`src/rtl/devid_pkg.sv`:
```
package devid_pkg;

   // Default register byte offsets
   localparam logic [11:0] OFS_LOCAL_ID = 12'h080;
   localparam logic [11:0] OFS_MCAST_ID = 12'h084;
   localparam logic [11:0] OFS_MODE     = 12'h088;
   localparam logic [11:0] OFS_DROP_CNT = 12'h08C;

   // Default positions of the mode bits
   localparam int MODE_MC_BIT   = 5;
   localparam int MODE_SIZE_BIT = 0;

   typedef struct packed {
      logic mc_en;     // multicast ID also accepted
      logic narrow;    // compare low bits only
   } mode_t;

endpackage

```
`src/rtl/devid_regs.sv`:
```
module devid_regs
   import devid_pkg::*;
#(
   parameter int          ID_W      = 16,
   parameter int          CNT_W     = 16,
   parameter int          ADDR_W    = 12,
   parameter int          DATA_W    = 16,
   parameter logic [11:0] LOCAL_OFS = OFS_LOCAL_ID,
   parameter logic [11:0] MCAST_OFS = OFS_MCAST_ID,
   parameter logic [11:0] MODE_OFS  = OFS_MODE,
   parameter logic [11:0] CNT_OFS   = OFS_DROP_CNT,
   parameter int          MC_BIT    = MODE_MC_BIT,
   parameter int          SIZE_BIT  = MODE_SIZE_BIT
) (
   input  logic              clk,
   input  logic              rst_n,
   input  logic              bus_wr,
   input  logic [ADDR_W-1:0] bus_addr,
   input  logic [DATA_W-1:0] bus_wdata,
   output logic [DATA_W-1:0] bus_rdata,
   input  logic [CNT_W-1:0]  cnt_val,
   output logic [ID_W-1:0]   local_id,
   output logic [ID_W-1:0]   mcast_id,
   output mode_t             mode,
   output logic              cnt_clr
);

   localparam logic [ADDR_W-1:0] A_LOCAL = ADDR_W'(LOCAL_OFS);
   localparam logic [ADDR_W-1:0] A_MCAST = ADDR_W'(MCAST_OFS);
   localparam logic [ADDR_W-1:0] A_MODE  = ADDR_W'(MODE_OFS);
   localparam logic [ADDR_W-1:0] A_CNT   = ADDR_W'(CNT_OFS);

   generate
      if (ID_W > DATA_W) begin : g_bad_idw
         $error("devid_regs: ID_W must not exceed DATA_W");
      end
      if (CNT_W > DATA_W) begin : g_bad_cntw
         $error("devid_regs: CNT_W must not exceed DATA_W");
      end
      if (MC_BIT >= DATA_W || SIZE_BIT >= DATA_W || MC_BIT == SIZE_BIT) begin : g_bad_bits
         $error("devid_regs: mode bit positions invalid");
      end
   endgenerate

   assign cnt_clr = bus_wr && (bus_addr == A_CNT);

   always_ff @(posedge clk or negedge rst_n) begin
      if (!rst_n) begin
         local_id <= '0;
         mcast_id <= '0;
         mode     <= '0;
      end else if (bus_wr) begin
         if (bus_addr == A_LOCAL) local_id <= bus_wdata[ID_W-1:0];
         if (bus_addr == A_MCAST) mcast_id <= bus_wdata[ID_W-1:0];
         if (bus_addr == A_MODE) begin
            mode.mc_en  <= bus_wdata[MC_BIT];
            mode.narrow <= bus_wdata[SIZE_BIT];
         end
      end
   end

   always_comb begin
      bus_rdata = '0;
      if (bus_addr == A_LOCAL)      bus_rdata[ID_W-1:0]  = local_id;
      else if (bus_addr == A_MCAST) bus_rdata[ID_W-1:0]  = mcast_id;
      else if (bus_addr == A_MODE) begin
         bus_rdata[MC_BIT]   = mode.mc_en;
         bus_rdata[SIZE_BIT] = mode.narrow;
      end
      else if (bus_addr == A_CNT)   bus_rdata[CNT_W-1:0] = cnt_val;
   end

endmodule

```
`src/rtl/devid_match.sv`:
```
module devid_match
   import devid_pkg::*;
#(
   parameter int ID_W    = 16,
   parameter int SMALL_W = 8
) (
   input  logic            clk,
   input  logic            rst_n,
   input  logic            pkt_start,
   input  logic [ID_W-1:0] pkt_dest_id,
   input  logic [ID_W-1:0] local_id,
   input  logic [ID_W-1:0] mcast_id,
   input  mode_t           mode,
   output logic            drop_now,
   output logic            accept_q,
   output logic            drop_q
);

   logic [ID_W-1:0] cmp_mask;
   logic            hit_local;
   logic            hit_mcast;
   logic            accept_now;

   generate
      if (SMALL_W < 1 || SMALL_W > ID_W) begin : g_bad_small
         $error("devid_match: SMALL_W must lie in 1..ID_W");
      end
      if (SMALL_W < ID_W) begin : g_narrow
         localparam logic [ID_W-1:0] NARROW_MASK =
            {{(ID_W-SMALL_W){1'b0}}, {SMALL_W{1'b1}}};
         assign cmp_mask = mode.narrow ? NARROW_MASK : {ID_W{1'b1}};
      end else begin : g_full
         // Narrow size equals full size: the size bit leaves the mask unchanged.
         assign cmp_mask = {ID_W{1'b1}} | {ID_W{mode.narrow}};
      end
   endgenerate

   always_comb begin
      hit_local  = ((pkt_dest_id ^ local_id) & cmp_mask) == '0;
      hit_mcast  = mode.mc_en && (((pkt_dest_id ^ mcast_id) & cmp_mask) == '0);
      accept_now = pkt_start && (hit_local || hit_mcast);
      drop_now   = pkt_start && !(hit_local || hit_mcast);
   end

   always_ff @(posedge clk or negedge rst_n) begin
      if (!rst_n) begin
         accept_q <= 1'b0;
         drop_q   <= 1'b0;
      end else begin
         accept_q <= accept_now;
         drop_q   <= drop_now;
      end
   end

endmodule

```
`src/rtl/devid_sat_counter.sv`:
```
module devid_sat_counter #(
   parameter int W = 16
) (
   input  logic         clk,
   input  logic         rst_n,
   input  logic         clr,
   input  logic         inc,
   output logic [W-1:0] q
);

   logic [W-1:0] base;
   logic         step;

   generate
      if (W < 1) begin : g_bad_w
         $error("devid_sat_counter: W must be positive");
      end
   endgenerate

   always_comb begin
      base = clr ? '0 : q;
      step = inc && (base != {W{1'b1}});
   end

   always_ff @(posedge clk or negedge rst_n) begin
      if (!rst_n) q <= '0;
      else        q <= base + W'(step);
   end

endmodule

```
`src/rtl/devid_accept_filter.sv`:
```
module devid_accept_filter
   import devid_pkg::*;
#(
   parameter int          ID_W      = 16,
   parameter int          SMALL_W   = 8,
   parameter int          CNT_W     = 16,
   parameter int          ADDR_W    = 12,
   parameter int          DATA_W    = 16,
   parameter logic [11:0] LOCAL_OFS = OFS_LOCAL_ID,
   parameter logic [11:0] MCAST_OFS = OFS_MCAST_ID,
   parameter logic [11:0] MODE_OFS  = OFS_MODE,
   parameter logic [11:0] CNT_OFS   = OFS_DROP_CNT,
   parameter int          MC_BIT    = MODE_MC_BIT,
   parameter int          SIZE_BIT  = MODE_SIZE_BIT
) (
   input  logic              clk,
   input  logic              rst_n,
   input  logic              pkt_start,
   input  logic [ID_W-1:0]   pkt_dest_id,
   input  logic              bus_wr,
   input  logic [ADDR_W-1:0] bus_addr,
   input  logic [DATA_W-1:0] bus_wdata,
   output logic [DATA_W-1:0] bus_rdata,
   output logic              pkt_accept,
   output logic              pkt_drop,
   output logic [CNT_W-1:0]  drop_count
);

   generate
      if (ADDR_W > 12) begin : g_bad_addr
         $error("devid_accept_filter: ADDR_W limited to 12");
      end
   endgenerate

   logic [ID_W-1:0] local_id;
   logic [ID_W-1:0] mcast_id;
   mode_t           mode;
   logic            cnt_clr;
   logic            drop_now;

   devid_regs #(
      .ID_W(ID_W), .CNT_W(CNT_W), .ADDR_W(ADDR_W), .DATA_W(DATA_W),
      .LOCAL_OFS(LOCAL_OFS), .MCAST_OFS(MCAST_OFS),
      .MODE_OFS(MODE_OFS), .CNT_OFS(CNT_OFS),
      .MC_BIT(MC_BIT), .SIZE_BIT(SIZE_BIT)
   ) u_regs (
      .clk(clk), .rst_n(rst_n),
      .bus_wr(bus_wr), .bus_addr(bus_addr),
      .bus_wdata(bus_wdata), .bus_rdata(bus_rdata),
      .cnt_val(drop_count),
      .local_id(local_id), .mcast_id(mcast_id),
      .mode(mode), .cnt_clr(cnt_clr)
   );

   devid_match #(
      .ID_W(ID_W), .SMALL_W(SMALL_W)
   ) u_match (
      .clk(clk), .rst_n(rst_n),
      .pkt_start(pkt_start), .pkt_dest_id(pkt_dest_id),
      .local_id(local_id), .mcast_id(mcast_id), .mode(mode),
      .drop_now(drop_now),
      .accept_q(pkt_accept), .drop_q(pkt_drop)
   );

   devid_sat_counter #(
      .W(CNT_W)
   ) u_drop_cnt (
      .clk(clk), .rst_n(rst_n),
      .clr(cnt_clr), .inc(drop_now),
      .q(drop_count)
   );

endmodule

```
`config.mk`:
```
export PLATFORM = sky130hd
export DESIGN_NAME = devid_accept_filter
export DESIGN_NICKNAME = d
export VERILOG_FILES = /design/src/rtl/devid_pkg.sv /design/src/rtl/devid_regs.sv /design/src/rtl/devid_match.sv /design/src/rtl/devid_sat_counter.sv /design/src/rtl/devid_accept_filter.sv
export SDC_FILE = /design/constraint.sdc
export NUM_CORES = 1
export LEC_CHECK = 0
export BUFFER_PORTS_ARGS = -buffer_cell sky130_fd_sc_hd__buf_2
export CORE_ASPECT_RATIO = 1.1
export CORE_MARGIN = 4
export CORE_UTILIZATION = 53
export DETAILED_ROUTE_END_ITERATION = 6
export HOLD_SLACK_MARGIN = 0.02
export PLACE_DENSITY = 0.84
export SLEW_MARGIN = 20
export SYNTH_ARGS = -nofsm -noshare
export SYNTH_HDL_FRONTEND = slang
export SYNTH_SLANG_ARGS = --single-unit
```
`constraint.sdc`:
```
create_clock -name clk -period 2.6 [get_ports clk]
set_input_delay 0.52 -clock clk [delete_from_list [all_inputs] [get_ports clk]]
set_output_delay 0.52 -clock clk [all_outputs]
set_load 0.005 [all_outputs]
```
Word level (Yosys, flattened, before mapping)
Index checks and enable logic that the tools add are counted.

cells by class
  add/subtract/negate cells = 1
  equal/unequal tests = 5
  mux-type cells = 9
  bitwise gates (word level) = 4
  reductions and logical operators = 12

operators with widths
  operator                count
  $mux W16                5
  $eq A12 B8 Y1 const B   4
  $and A16 B16 Y16        2
  $logic_not A16 Y1       2
  $xor A16 B16 Y16        2
  $add A16 B1 Y16         1
  $ne A16 B16 Y1 const B  1
  $mux W10                1
  $reduce_and A2 Y1       3
  $logic_and A1 B1 Y1     5
  $mux W4                 1
  $mux W1                 2
  $logic_not A1 Y1        1
  $logic_or A1 B1 Y1      1

word-level totals
  register bits = 52
  input bits = 48
  output and inout bits = 34

Depth between registers and ports, before layout
  word-level depth = 9
  gate-level depth with buffers = 12

Cells and area by module
A second synthesis with hierarchy kept.

unflattened totals
  cells, all modules = 266
  area total of the unflattened synthesis = 3101.7 µm²

by module, submodules not included
  module             times used  cells an instance  area an instance (µm²)
  devid_regs         1           136                1820.5
  devid_sat_counter  1           81                 853.3
  devid_match        1           49                 427.9

Worst setup path before layout
No wires, ideal clock.

  path kind = input to register
  from = in bus_addr[6]
  to = reg u_drop_cnt.q[14]
  library setup time = 121 ps
  arrival = 2555 ps
  required time = 2479 ps
  setup slack = -76 ps
  stages = 12
  buffers on the path = 0
  cell sequence = nor4b_4 nand4_4 nor2_1 o31ai_1 nor3_1 ha_1 ha_1 inv_1 nor2_1 and3_1 xnor2_1 nor2_1

between the ends
  longest elaborated chain between the ends = 6

RTL lines
  item                     RTL line                   source
  start, declared          devid_accept_filter.sv:21  input logic [ADDR_W-1:0] bus_addr,
  $eq A12 B8 Y1 (*)        devid_regs.sv:45           assign cnt_clr = bus_wr && (bus_addr == A_CNT);
  $logic_and A1 B1 Y1 (*)  devid_regs.sv:45
  $mux W16 (*)             devid_sat_counter.sv:21    base = clr ? '0 : q;
  $ne A16 B16 Y1           devid_sat_counter.sv:22    step = inc && (base != {W{1'b1}});
  $logic_and A1 B1 Y1      devid_sat_counter.sv:22
  $add A16 B1 Y16 (*)      devid_sat_counter.sv:27    else q <= base + W'(step);
  end signal, assigned     devid_sat_counter.sv:27
  end, declared            devid_sat_counter.sv:8     output logic [W-1:0] q

Mark *: on every way between the ends. The rest lies on a longest branch, timed or not.
A chain may end at the register's enable or synchronous reset.

Worst setup path after layout
  from = reg u_regs.mcast_id[2]
  to = reg u_drop_cnt.q[14]

between the ends
  longest elaborated chain between the ends = 9

RTL lines
  item                    RTL line                 source
  start, declared         devid_regs.sv:23         output logic [ID_W-1:0] mcast_id,
  start signal, assigned  devid_regs.sv:54         if (bus_addr == A_MCAST) mcast_id <= bus_wdata[ID_W-1:0];
  $xor A16 B16 Y16        devid_match.sv:40        hit_mcast = mode.mc_en && (((pkt_dest_id ^ mcast_id) & cmp_mask) == '0);
  $and A16 B16 Y16        devid_match.sv:40
  $logic_not A16 Y1       devid_match.sv:40
  $logic_and A1 B1 Y1     devid_match.sv:40
  $logic_or A1 B1 Y1      devid_match.sv:42        drop_now = pkt_start && !(hit_local || hit_mcast);
  $logic_not A1 Y1        devid_match.sv:42
  $logic_and A1 B1 Y1     devid_match.sv:42
  $logic_and A1 B1 Y1     devid_sat_counter.sv:22
  $add A16 B1 Y16         devid_sat_counter.sv:27

No other way between the ends.

==> qor.txt <==
status - finished clean
Cell Area, Synth - 2980 um^2
port bufs - 81
Die Y - 86.6 um
Hold Path Class - in -> async
worst slew pin tran - 0.648 ns
Clock Sinks - 52
Post-synth EDFFs - 0
row count - 28
Final Hold Viols - 0
post-synthesis sequential area ratio - 43.7%
Seq cells post-synth - 52
clk_skew - 0.00980 ns
Die Area - 6880 um^2
Post-Syn Instances - 276
fmax - 409 MHz
worst hold slack - 0.309 ns
Fill cells - 425
number of setup violations in the final report - 0
initial antenna violation count - 0
Synth area leader - dfrtp_1
most frequent cells in the layout - buf_2, dfrtp_1, nor2_1
crit start category - flip-flop
post-layout instance area - 3670 um^2
share of cells above drive strength 1 - 40.3%
Yosys top cell area share - 43.7%
leakage power - 1.91 nW
DR iter-0 viols - 145
routed vias/inst - 5.53
Synth async-reset ratio - 100%
crit share post-route - 94.0%
Pwr Density - 481 nW/um^2
synth unique cells - 34
CTS Buf Count - 5
Largest stage delay, worst path - 0.42 ns
Max clock buf depth - 2
placement-stage worst setup slack - -0.0627 ns
CTS Root Cell - clkbuf_8
Slew Viols, Final - 0
first-pass GRT wire length - 11500 um
fin crit period - 2.44 ns
core box area - 5430 um^2
Peak supply drop - 0.330 mV
register area - 1300 um^2
family with the most delay on the worst path - simple AND/OR/NAND/NOR gates
initial core utilization - 54.8%
Layout area overhead - 23.3%
Clock transition at path regs - 0.10 ns
crit-path max FO - 4
total number of vias - 2471
setup slack after layout - 0.156 ns
HPWL Detailed - 5440 um
vias in the first global route - 2456
DR WL/cell - 16.0 um
drt total wl - 7160 um
Critical Path AT - 2.65 ns
grt ovf - 0
Layout Nets - 421
area of the multi-input gates - 1630 um^2
commonest non-fill, non-tap cell in the layout - buf_2
Mapped Nets - 326
DR pass1 iterations - 4
CTS tree - done
Synth area leaders - dfrtp_1, mux2_2, xor2_1
syn_area_per_cell - 10.8 um^2
Crit Path Category - reg -> reg
Synth Flop Type - dfrtp_1
endpoint class of the critical path - flip-flop
Antenna Violating Nets Remaining - 0
Slowest-stage cell, CP - dfrtp_1
CP Cell Sequence - xor2_1, nor4_1, nand4_1, a21boi_2, nor3_1, ha_1, ha_1, inv_1, nor2_1, and3_1, xnor2_1, nor2_1
Yosys Warn Count - 0
GRT Total Usage - 21.4%
Req. time, crit path - 2.80 ns
# IOs - 82
MaxCap Viol Count - 0
buffer and inverter count on the worst path - 1
largest net degree at the start of global routing - 53
GP Congestion - 0.898
Post-DP Area - 3550 um^2
Skew-Pair Late Insertion Delay - 0.30 ns
Residual DRC - 0
relative slew slack - 56.8%
n_diodes - 0
Die Wd - 79.4 um
H-tree levels - 2
-- where the power goes --
part / switching (W) / total, W / internal, W
sequential: 0.0000848 / 0.000947 / 0.000862
clock: 0.000272 / 0.000490 / 0.000218
combinational: 0.000168 / 0.000328 / 0.000160
total: 0.000525 / 0.00177 / 0.00124
-- layout make-up --
| class | instances | share of cell area (%) |
|---|---|---|
| flip-flops and latches | 52 | 35.5 |
| clock buffers | 6 | 2.25 |
| repair buffers | 98 | 14.9 |
| well taps | 75 | 2.56 |
| inverters | 2 | 0.205 |
| clock inverters | 2 | 0.375 |
| multi-input cells | 212 | 44.3 |
-- cell usage after synthesis (2+ instances only) --
| library cell | n |
|---|---|
| nor2_1 | 46 |
| ha_1 | 2 |
| xnor2_1 | 4 |
| dfrtp_1 | 52 |
| clkbuf_1 | 4 |
| nor4_1 | 7 |
| nand4_1 | 3 |
| nor3b_1 | 2 |
| mux2i_1 | 14 |
| and3_1 | 3 |
| nor2b_1 | 3 |
| inv_1 | 2 |
| mux2_2 | 34 |
| nor3_1 | 4 |
| nand2_1 | 9 |
| buf_2 | 4 |
| a21oi_1 | 14 |
| mux4_2 | 2 |
| xor2_1 | 42 |
| nand3_1 | 11 |
-- per-stage QoR --
step	util, %	setup TNS (ns)	std cells	total power [W]
detailed placement	65.3	-0.103	437	0.00129
floorplan	-	0	276	0.00110
global route	67.6	-0.00231	447	0.00186
global placement	65.3	-0.0112	437	0.00127
finish	67.6	0	447	0.00177
CTS	67.1	0	445	0.00177
-- routing by layer --
metal | up-vias | GRT usage [%] | share of wire (%)
met3 | 13 | 3.64 | 5.4
met1 | 1226 | 26.0 | 39
li1 | 1148 | - | -
met5 | - | 0 | 0
met4 | 0 | 6.56 | 1.9
met2 | 84 | 38.6 | 54
-- worst reg2reg max path, cell delays in order, from the launching register on --
cell and delay [ns]:
dfrtp_1 0.42, xor2_1 0.15, nor4_1 0.32, nand4_1 0.22
a21boi_2 0.22, nor3_1 0.07, ha_1 0.22, ha_1 0.22
inv_1 0.06, nor2_1 0.06, and3_1 0.20, xnor2_1 0.13
nor2_1 0.05
-- sequential cells by signal (all words and copies together), names as in the netlist --
name and cells:
u_regs.mode 2, u_regs.local_id 16, u_match.drop_q 1, u_regs.mcast_id 16
u_match.accept_q 1, u_drop_cnt.q 16
-- kinds of logic after synthesis --
kind of cell,Yosys count,synth area share [%]
AO/OA/AOI/OAI,19,3.49
XOR/XNOR,46,13.5
adder cells (fa/ha/maj),2,0.841
buffers and inverters,12,2.06
flip-flops,52,43.7
multiplexers,50,19.1
AND/OR/NAND/NOR,95,17.2
-- path summary, 6_finish.rpt --
| path | startpoint | endpoint | slack [ns] | cells past startpoint |
|---|---|---|---|---|
| max in group asynchronous | rst_n | u_regs.mcast_id[9] | 1.85 | 2 |
| min in group clk | bus_wdata[7] | u_regs.mcast_id[7] | 0.45 | 2 |
| min reg2reg | u_regs.local_id[6] | u_regs.local_id[6] | 0.56 | 1 |
| min | rst_n | u_regs.mcast_id[2] | 0.31 | 2 |
| max | u_regs.mcast_id[2] | u_drop_cnt.q[14] | 0.16 | 12 |
| max reg2reg | u_regs.mcast_id[2] | u_drop_cnt.q[14] | 0.16 | 12 |
-- what timing repair did --
item | CTS | global route
setup endpoints to repair | 0 | 3
hold buffers | 0 | 0
resized for setup | 0 | 3
setup buffers | 0 | 2
Note: power is estimated with default switching activity, not from simulation.
